[src/rtl/xlat_pkg.sv]
// Shared constants and types for the translation walker.
// Assumes 32-bit addresses and 32-bit descriptors.
package xlat_pkg;
    localparam int ADDR_W      = 32;
    localparam int L1_IDX_W    = 12;
    localparam int L2_IDX_W    = 8;
    localparam int PAGE_OFF_W  = 12;
    localparam int SEC_OFF_W   = ADDR_W - L1_IDX_W;       // 20
    localparam int SUPER_OFF_W = SEC_OFF_W + 4;           // 24
    localparam int L1_ALIGN_W  = L1_IDX_W + 2;            // 14
    localparam int L2_ALIGN_W  = L2_IDX_W + 2;            // 10
    localparam int DOM_W       = 4;
    localparam int AP_W        = 3;

    typedef enum logic [2:0] {
        ST_IDLE,
        ST_L1_REQ,
        ST_L1_WAIT,
        ST_L2_REQ,
        ST_L2_WAIT,
        ST_DONE,
        ST_FAULT
    } walk_state_t;

    typedef enum logic [1:0] {
        L1K_FAULT,
        L1K_SECTION,
        L1K_TABLE
    } l1_kind_t;
endpackage

[src/rtl/xlat_base_sel.sv]
// Picks the table base from the leading virtual address bits and forms
// the first-level descriptor fetch address.
// Assumes both bases are aligned to the table size (16 KB).
module xlat_base_sel
    import xlat_pkg::*;
#(
    parameter int SPLIT_W = 3
) (
    input  logic [ADDR_W-1:0]  va,
    input  logic [ADDR_W-1:0]  base0,
    input  logic [ADDR_W-1:0]  base1,
    input  logic [SPLIT_W-1:0] split_n,
    output logic [ADDR_W-1:0]  l1_addr
);
    logic [ADDR_W-1:0] top_mask;
    logic              use_hi;
    logic [ADDR_W-1:0] base_sel;
    logic              unused_base;

    // Mark each address bit that belongs to the leading split_n bits.
    for (genvar i = 0; i < ADDR_W; i++) begin : g_mask
        assign top_mask[i] = (ADDR_W - i) <= int'(split_n);
    end

    // Any set bit in the leading region selects the second base.
    assign use_hi   = |(va & top_mask);
    assign base_sel = use_hi ? base1 : base0;
    assign l1_addr  = {base_sel[ADDR_W-1:L1_ALIGN_W], va[ADDR_W-1:SEC_OFF_W], 2'b00};

    assign unused_base = ^{base0[L1_ALIGN_W-1:0], base1[L1_ALIGN_W-1:0]};
endmodule

[src/rtl/xlat_l1_dec.sv]
// Decodes a first-level descriptor: fault, section/supersection mapping,
// or pointer to a second-level table.
// Assumes bits [1:0] give the type and bit 18 marks a supersection.
module xlat_l1_dec
    import xlat_pkg::*;
(
    input  logic [ADDR_W-1:0]      desc,
    input  logic [SUPER_OFF_W-1:0] va_lo,
    output l1_kind_t               kind,
    output logic [ADDR_W-1:0]      pa,
    output logic [DOM_W-1:0]       dom,
    output logic [AP_W-1:0]        ap,
    output logic [ADDR_W-1:0]      l2_addr
);
    logic unused_desc;

    // Classify the descriptor and build the section address.
    always_comb begin
        unique case (desc[1:0])
            2'b00:   kind = L1K_FAULT;
            2'b01:   kind = L1K_TABLE;
            default: kind = L1K_SECTION;
        endcase
        if (desc[18]) begin
            pa = {desc[ADDR_W-1:SUPER_OFF_W], va_lo};
        end else begin
            pa = {desc[ADDR_W-1:SEC_OFF_W], va_lo[SEC_OFF_W-1:0]};
        end
    end

    assign dom     = desc[8:5];
    assign ap      = {desc[15], desc[11:10]};
    assign l2_addr = {desc[ADDR_W-1:L2_ALIGN_W], va_lo[SEC_OFF_W-1:PAGE_OFF_W], 2'b00};

    assign unused_desc = ^{desc[19], desc[17:16], desc[14:12], desc[9], desc[4:2]};
endmodule

[src/rtl/xlat_l2_dec.sv]
// Decodes a second-level entry: a small page when bit 1 is set,
// otherwise a fault.
// Assumes 4 KB pages.
module xlat_l2_dec
    import xlat_pkg::*;
(
    input  logic [ADDR_W-1:0]     entry,
    input  logic [PAGE_OFF_W-1:0] va_lo,
    output logic                  fault,
    output logic [ADDR_W-1:0]     pa,
    output logic [AP_W-1:0]       ap
);
    logic unused_entry;

    assign fault = ~entry[1];
    assign pa    = {entry[ADDR_W-1:PAGE_OFF_W], va_lo};
    assign ap    = {entry[9], entry[5:4]};

    assign unused_entry = ^{entry[11:10], entry[8:6], entry[3:2], entry[0]};
endmodule

[src/rtl/xlat_walker.sv]
// Translation walker top: accepts one request at a time, fetches one or two
// descriptors over a pulse-request read port and reports a physical address
// or a fault as a one-cycle pulse.
// Assumes memory answers each mem_req with exactly one mem_rvalid, at least
// one cycle later, and that bases and split count are stable during a walk.
module xlat_walker
    import xlat_pkg::*;
#(
    parameter int SPLIT_W = 3
) (
    input  logic                   clk,
    input  logic                   rst_n,
    input  logic                   xlat_en,
    input  logic [ADDR_W-1:0]      base0,
    input  logic [ADDR_W-1:0]      base1,
    input  logic [SPLIT_W-1:0]     split_n,
    input  logic                   req_valid,
    output logic                   req_ready,
    input  logic [ADDR_W-1:0]      req_va,
    input  logic                   req_write,
    output logic                   mem_req,
    output logic [ADDR_W-1:0]      mem_addr,
    input  logic                   mem_rvalid,
    input  logic [ADDR_W-1:0]      mem_rdata,
    output logic                   rsp_valid,
    output logic                   rsp_fault,
    output logic [ADDR_W-1:0]      rsp_pa,
    output logic [DOM_W-1:0]       rsp_domain,
    output logic [AP_W-1:0]        rsp_ap,
    output logic                   rsp_write
);
    walk_state_t         state;
    logic [ADDR_W-1:0]   va_q;
    logic                wr_q;
    logic [ADDR_W-1:0]   addr_q;
    logic [ADDR_W-1:0]   pa_q;
    logic [DOM_W-1:0]    dom_q;
    logic [AP_W-1:0]     ap_q;

    logic [ADDR_W-1:0]   l1_addr;
    l1_kind_t            l1_kind;
    logic [ADDR_W-1:0]   l1_pa;
    logic [DOM_W-1:0]    l1_dom;
    logic [AP_W-1:0]     l1_ap;
    logic [ADDR_W-1:0]   l2_addr;
    logic                l2_fault;
    logic [ADDR_W-1:0]   l2_pa;
    logic [AP_W-1:0]     l2_ap;

    logic                accept;

    xlat_base_sel #(.SPLIT_W(SPLIT_W)) u_base_sel (
        .va      (req_va),
        .base0   (base0),
        .base1   (base1),
        .split_n (split_n),
        .l1_addr (l1_addr)
    );

    xlat_l1_dec u_l1_dec (
        .desc    (mem_rdata),
        .va_lo   (va_q[SUPER_OFF_W-1:0]),
        .kind    (l1_kind),
        .pa      (l1_pa),
        .dom     (l1_dom),
        .ap      (l1_ap),
        .l2_addr (l2_addr)
    );

    xlat_l2_dec u_l2_dec (
        .entry (mem_rdata),
        .va_lo (va_q[PAGE_OFF_W-1:0]),
        .fault (l2_fault),
        .pa    (l2_pa),
        .ap    (l2_ap)
    );

    assign accept = req_valid && req_ready;

    // Walk sequencer: request capture, descriptor fetches and result latch.
    always_ff @(posedge clk) begin
        if (!rst_n) begin
            state  <= ST_IDLE;
            va_q   <= '0;
            wr_q   <= 1'b0;
            addr_q <= '0;
            pa_q   <= '0;
            dom_q  <= '0;
            ap_q   <= '0;
        end else begin
            unique case (state)
                ST_IDLE: begin
                    if (accept) begin
                        va_q  <= req_va;
                        wr_q  <= req_write;
                        dom_q <= '0;
                        ap_q  <= '0;
                        if (xlat_en) begin
                            addr_q <= l1_addr;
                            state  <= ST_L1_REQ;
                        end else begin
                            pa_q  <= req_va;
                            state <= ST_DONE;
                        end
                    end
                end
                ST_L1_REQ: state <= ST_L1_WAIT;
                ST_L1_WAIT: begin
                    if (mem_rvalid) begin
                        dom_q <= l1_dom;
                        unique case (l1_kind)
                            L1K_FAULT: state <= ST_FAULT;
                            L1K_TABLE: begin
                                addr_q <= l2_addr;
                                state  <= ST_L2_REQ;
                            end
                            default: begin
                                pa_q  <= l1_pa;
                                ap_q  <= l1_ap;
                                state <= ST_DONE;
                            end
                        endcase
                    end
                end
                ST_L2_REQ: state <= ST_L2_WAIT;
                ST_L2_WAIT: begin
                    if (mem_rvalid) begin
                        if (l2_fault) begin
                            state <= ST_FAULT;
                        end else begin
                            pa_q  <= l2_pa;
                            ap_q  <= l2_ap;
                            state <= ST_DONE;
                        end
                    end
                end
                default: state <= ST_IDLE;
            endcase
        end
    end

    assign req_ready  = (state == ST_IDLE);
    assign mem_req    = (state == ST_L1_REQ) || (state == ST_L2_REQ);
    assign mem_addr   = addr_q;
    assign rsp_valid  = (state == ST_DONE);
    assign rsp_fault  = (state == ST_FAULT);
    assign rsp_pa     = pa_q;
    assign rsp_domain = dom_q;
    assign rsp_ap     = ap_q;
    assign rsp_write  = wr_q;

    // success and fault never coincide
    p_excl_resp_r9: assert property (@(posedge clk) disable iff (!rst_n)
        !(rsp_valid && rsp_fault));

    // block is ready again right after a response
    p_ready_after_resp_r9: assert property (@(posedge clk) disable iff (!rst_n)
        (rsp_valid || rsp_fault) |=> req_ready);

    // bypass answers next cycle with the unchanged address
    p_bypass_r1: assert property (@(posedge clk) disable iff (!rst_n)
        (req_valid && req_ready && !xlat_en) |=> (rsp_valid && !mem_req && rsp_pa == $past(req_va)));

    // first fetch follows acceptance and is indexed by VA[31:20]
    p_l1_index_r3: assert property (@(posedge clk) disable iff (!rst_n)
        (req_valid && req_ready && xlat_en) |=> (mem_req && mem_addr[13:2] == $past(req_va[31:20])));

    // each fetch request lasts exactly one cycle
    p_memreq_pulse_r11: assert property (@(posedge clk) disable iff (!rst_n)
        mem_req |=> !mem_req);
endmodule

[config.mk]
export PLATFORM = sky130hd
export DESIGN_NAME = xlat_walker
export DESIGN_NICKNAME = d
export VERILOG_FILES = /design/src/rtl/xlat_pkg.sv /design/src/rtl/xlat_base_sel.sv /design/src/rtl/xlat_l1_dec.sv /design/src/rtl/xlat_l2_dec.sv /design/src/rtl/xlat_walker.sv
export SDC_FILE = /design/constraint.sdc
export NUM_CORES = 1
export LEC_CHECK = 0
export BUFFER_PORTS_ARGS = -buffer_cell sky130_fd_sc_hd__buf_2
export CORE_MARGIN = 3
export CORE_UTILIZATION = 43
export CTS_CLUSTER_DIAMETER = 120
export DETAILED_ROUTE_END_ITERATION = 10
export PLACE_DENSITY_LB_ADDON = 0.25
export SLEW_MARGIN = 20
export SYNTH_ARGS = -nofsm -noshare
export SYNTH_HDL_FRONTEND = slang
export SYNTH_SLANG_ARGS = --single-unit
[constraint.sdc]
create_clock -name clk -period 3.6 [get_ports clk]
set_clock_uncertainty 0.15 [all_clocks]
set_input_delay 0.54 -clock clk [delete_from_list [all_inputs] [get_ports clk]]
set_output_delay 0.54 -clock clk [all_outputs]
set_load 0.01 [all_outputs]
==> summary.md <==
| Metric | Value |
|---|---|
| Status | `completed` |
| H-tree Lvls | `3` |
| RSZ-0062 raised after global routing | `no` |
| Die X | `107 um` |
| Slew HR | `0.321` |
| Resize count post-CTS | `0` |
| Area grow syn2layout | `25.8%` |
| Commonest cells post-synth | `nand2_1 (121), dfxtp_1 (97), a21oi_1 (50), nor2_1 (48), o22ai_1 (33)` |
| Vias per cell | `5.57` |
| Vias in the first global route | `4,168` |
| RePlAce Congestion | `0.833` |
| Final hold violations | `0` |
| Via count | `4,665` |
| Proportion of power drawn by the clock network | `0.240` |
| Number of placement rows | `36` |
| Antenna violations before repair | `0` |
| First-pass GRT wire length | `20.9 mm` |
| Buf/Inv on CP | `0` |
| Num CTS Buffers | `9` |
| EDFF count, synth | `0` |
| Worst-Margin Slew | `1.02 ns` |
| Final #Nets | `838` |
| Die Y | `107 um` |
| FILL cells | `1,022` |
| Initial core utilization | `0.447` |
| Worst hold path class | `input pin to flop` |
| IO Pins | `213` |
| Critical path arrival | `2.92 ns` |
| Worst-skew pair later-pin latency | `0.37 ns` |
| Critical path type | `flop to flop` |
| Logic pwr share | `0.294` |
| Hold Buf Count CTS | `0` |
| PortBufs | `180` |
| TNS Setup | `0 ns` |
| CP Data Required Time | `3.72 ns` |
| Clock-pin slew on the worst setup and hold paths | `0.09 ns` |
| GRT Total Usage | `0.226` |
| Clock sinks | `97` |
| Cell area power density | `498 nW/um^2` |
| Yosys warnings | `0` |
| Iter 0 DRT Violations | `294` |
| Setup Viol. Count Final | `0` |
| Fin crit share | `0.779` |
| CTS tree | `built` |
| Switching share of total power | `0.347` |
| # diodes | `0` |
| Slowest-stage cell, CP | `dfxtp_1` |
| Cell family with the largest share of critical-path delay | `simple AND/OR/NAND/NOR gates` |
| Seq pwr share | `0.465` |
| Synth cell types | `45` |
| Fraction of layout cells with a size suffix above 1 | `0.308` |
| Worst setup SP type | `flop` |
| Crit-path max cell delay | `0.77 ns` |
| Tmin final | `2.80 ns` |
| Residual DRC | `0` |
| Clk buf depth | `2` |
| Pin count of the biggest net entering global routing | `58` |
| Cell breakdown of the critical path | `nand4b_1, a21oi_4, nand3_1, o22ai_1` |
| Synthesized area | `4430 sq um` |
| Fmax | `0.357 GHz` |
| Clk root buf | `clkbuf_8` |
| GRT Residual Overflow | `0` |
| # Max-Cap Violations | `0` |
| Int Power | `1810 uW` |
| Seq/Total Area, Yosys | `0.438` |
| Max-slew violation count | `0` |
| Critical path endpoint category | `flop` |
| Final cell utilization of the core | `0.563` |
| Post-DR wirelength/cell | `16.1 um` |
| Top_reg_cell synth | `dfxtp_1` |
| Sw Pwr | `963 uW` |
| Ys async rst share | `0` |
| Top cells by area in the synthesized netlist | `dfxtp_1 (44%), nand2_1 (10%), a311oi_1 (6.3%), a21oi_1 (5.6%), o22ai_1 (4.7%)` |
| Syn avg cell area | `8.04 sq um` |
| Setup Fix Bufs, Post-CTS | `0` |
| Synth top area share | `0.438` |
| Core ar. | `9910 sq um` |
| DIE AREA | `11,600 sq um` |
| Syn Inst Count | `551` |
| Pre-antenna DRT Iters | `6` |
| ANT nets after route | `0` |
| Most frequent cell after synthesis | `nand2_1` |
| VDD IR max | `0.000210 V` |
| Drt total wl | `13.5 mm` |
| Yosys top cell by area | `dfxtp_1` |
| Maximum fanout along the worst path | `23` |
| Yosys reg bits | `97` |
| Static Leak | `0.00247 uW` |
| Hpwl dp | `9.99 mm` |
==> cell families (layout without fill, tap and decap cells) <==
family,Yosys count,count (layout),synth area share
and+or+nand+nor,211,211,0.201
AOI/OAI and AO/OA,169,169,0.268
DFF,97,97,0.438
buffers and inverters,56,209,0.0537
muxes,17,17,0.0384
other,1,2,0.000847
==> power groups by stage <==
stage          combinational [uW]  sequential (uW)  clock, uW
2_1_floorplan                 486             1340          0
3_3_place_gp                  798             1310          0
3_5_place_dp                  818             1320          0
4_1_cts                       820             1290        682
5_1_grt                       907             1310        728
6_report                      817             1290        667
==> routing by layer <==
layer / up-vias / global-route usage / share of wire
li1: 2295 / - / -
met1: 2177 / 0.299 / 0.44
met2: 173 / 0.377 / 0.49
met3: 20 / 0.0354 / 0.060
met4: 0 / 0.0712 / 0.017
met5: - / 0 / 0
==> path summary, 6_finish.rpt <==
check / end / depth (start not counted) / start / slack (ns)
worst max register to register: mem_addr[28] / 4 / state[1] / 0.80
worst min register to register: rsp_ap[0] / 2 / rsp_ap[0] / 0.31
worst max-delay path: mem_addr[28] / 4 / state[1] / 0.80
worst min-delay path: rsp_write / 3 / req_write / 0.26
==> sequential cells by signal, indices dropped and copies added (netlist names) <==
signal      count
mem_addr       30
rsp_pa         32
rsp_ap          3
rsp_domain      4
state           3
va_q           24
rsp_write       1
==> metrics by stage <==
stage / worst slack (ns) / cells / area (sq um) / total power, uW / hold slack [ns]
after floorplan: 1.49 / 552 / 4430 / 1830 / 0.286
after global placement: 0.955 / 823 / 5390 / 2110 / 0.292
after detailed placement: 0.848 / 823 / 5390 / 2130 / 0.301
after CTS: 0.821 / 838 / 5570 / 2790 / 0.245
after global routing: 0.560 / 838 / 5570 / 2950 / 0.255
final: 0.796 / 838 / 5570 / 2780 / 0.258
==> cells in the final DEF, fill, tap and decap left out, drive strengths merged, types with 11 or more instances in the layout <==
cell type and count:
o22ai 33, mux2i 17, a311oi 32, a21oi 51, nor2 48, buf 189, dfxtp 97, nand2 121
clkbuf 11, and3 17
==> layout make-up <==
| cell class | instances | area (sq um) | share of cell area |
|---|---|---|---|
| inverter | 5 | 18.8 | 0.00337 |
| sequential | 97 | 1940 | 0.348 |
| clock inverter | 4 | 28.8 | 0.00516 |
| timing repair buffer | 189 | 981 | 0.176 |
| tap | 133 | 166 | 0.0299 |
| multi-input combinational | 399 | 2290 | 0.410 |
| clock buffer | 11 | 151 | 0.0272 |
==> worst register-to-register path, delay by kind of cell (launching register included) <==
kind | cells | cell delay (ns)
flops | 1 | 0.77
simple gates | 2 | 0.94
compound gates | 2 | 0.85
Note: power is estimated with default switching activity, not from simulation.
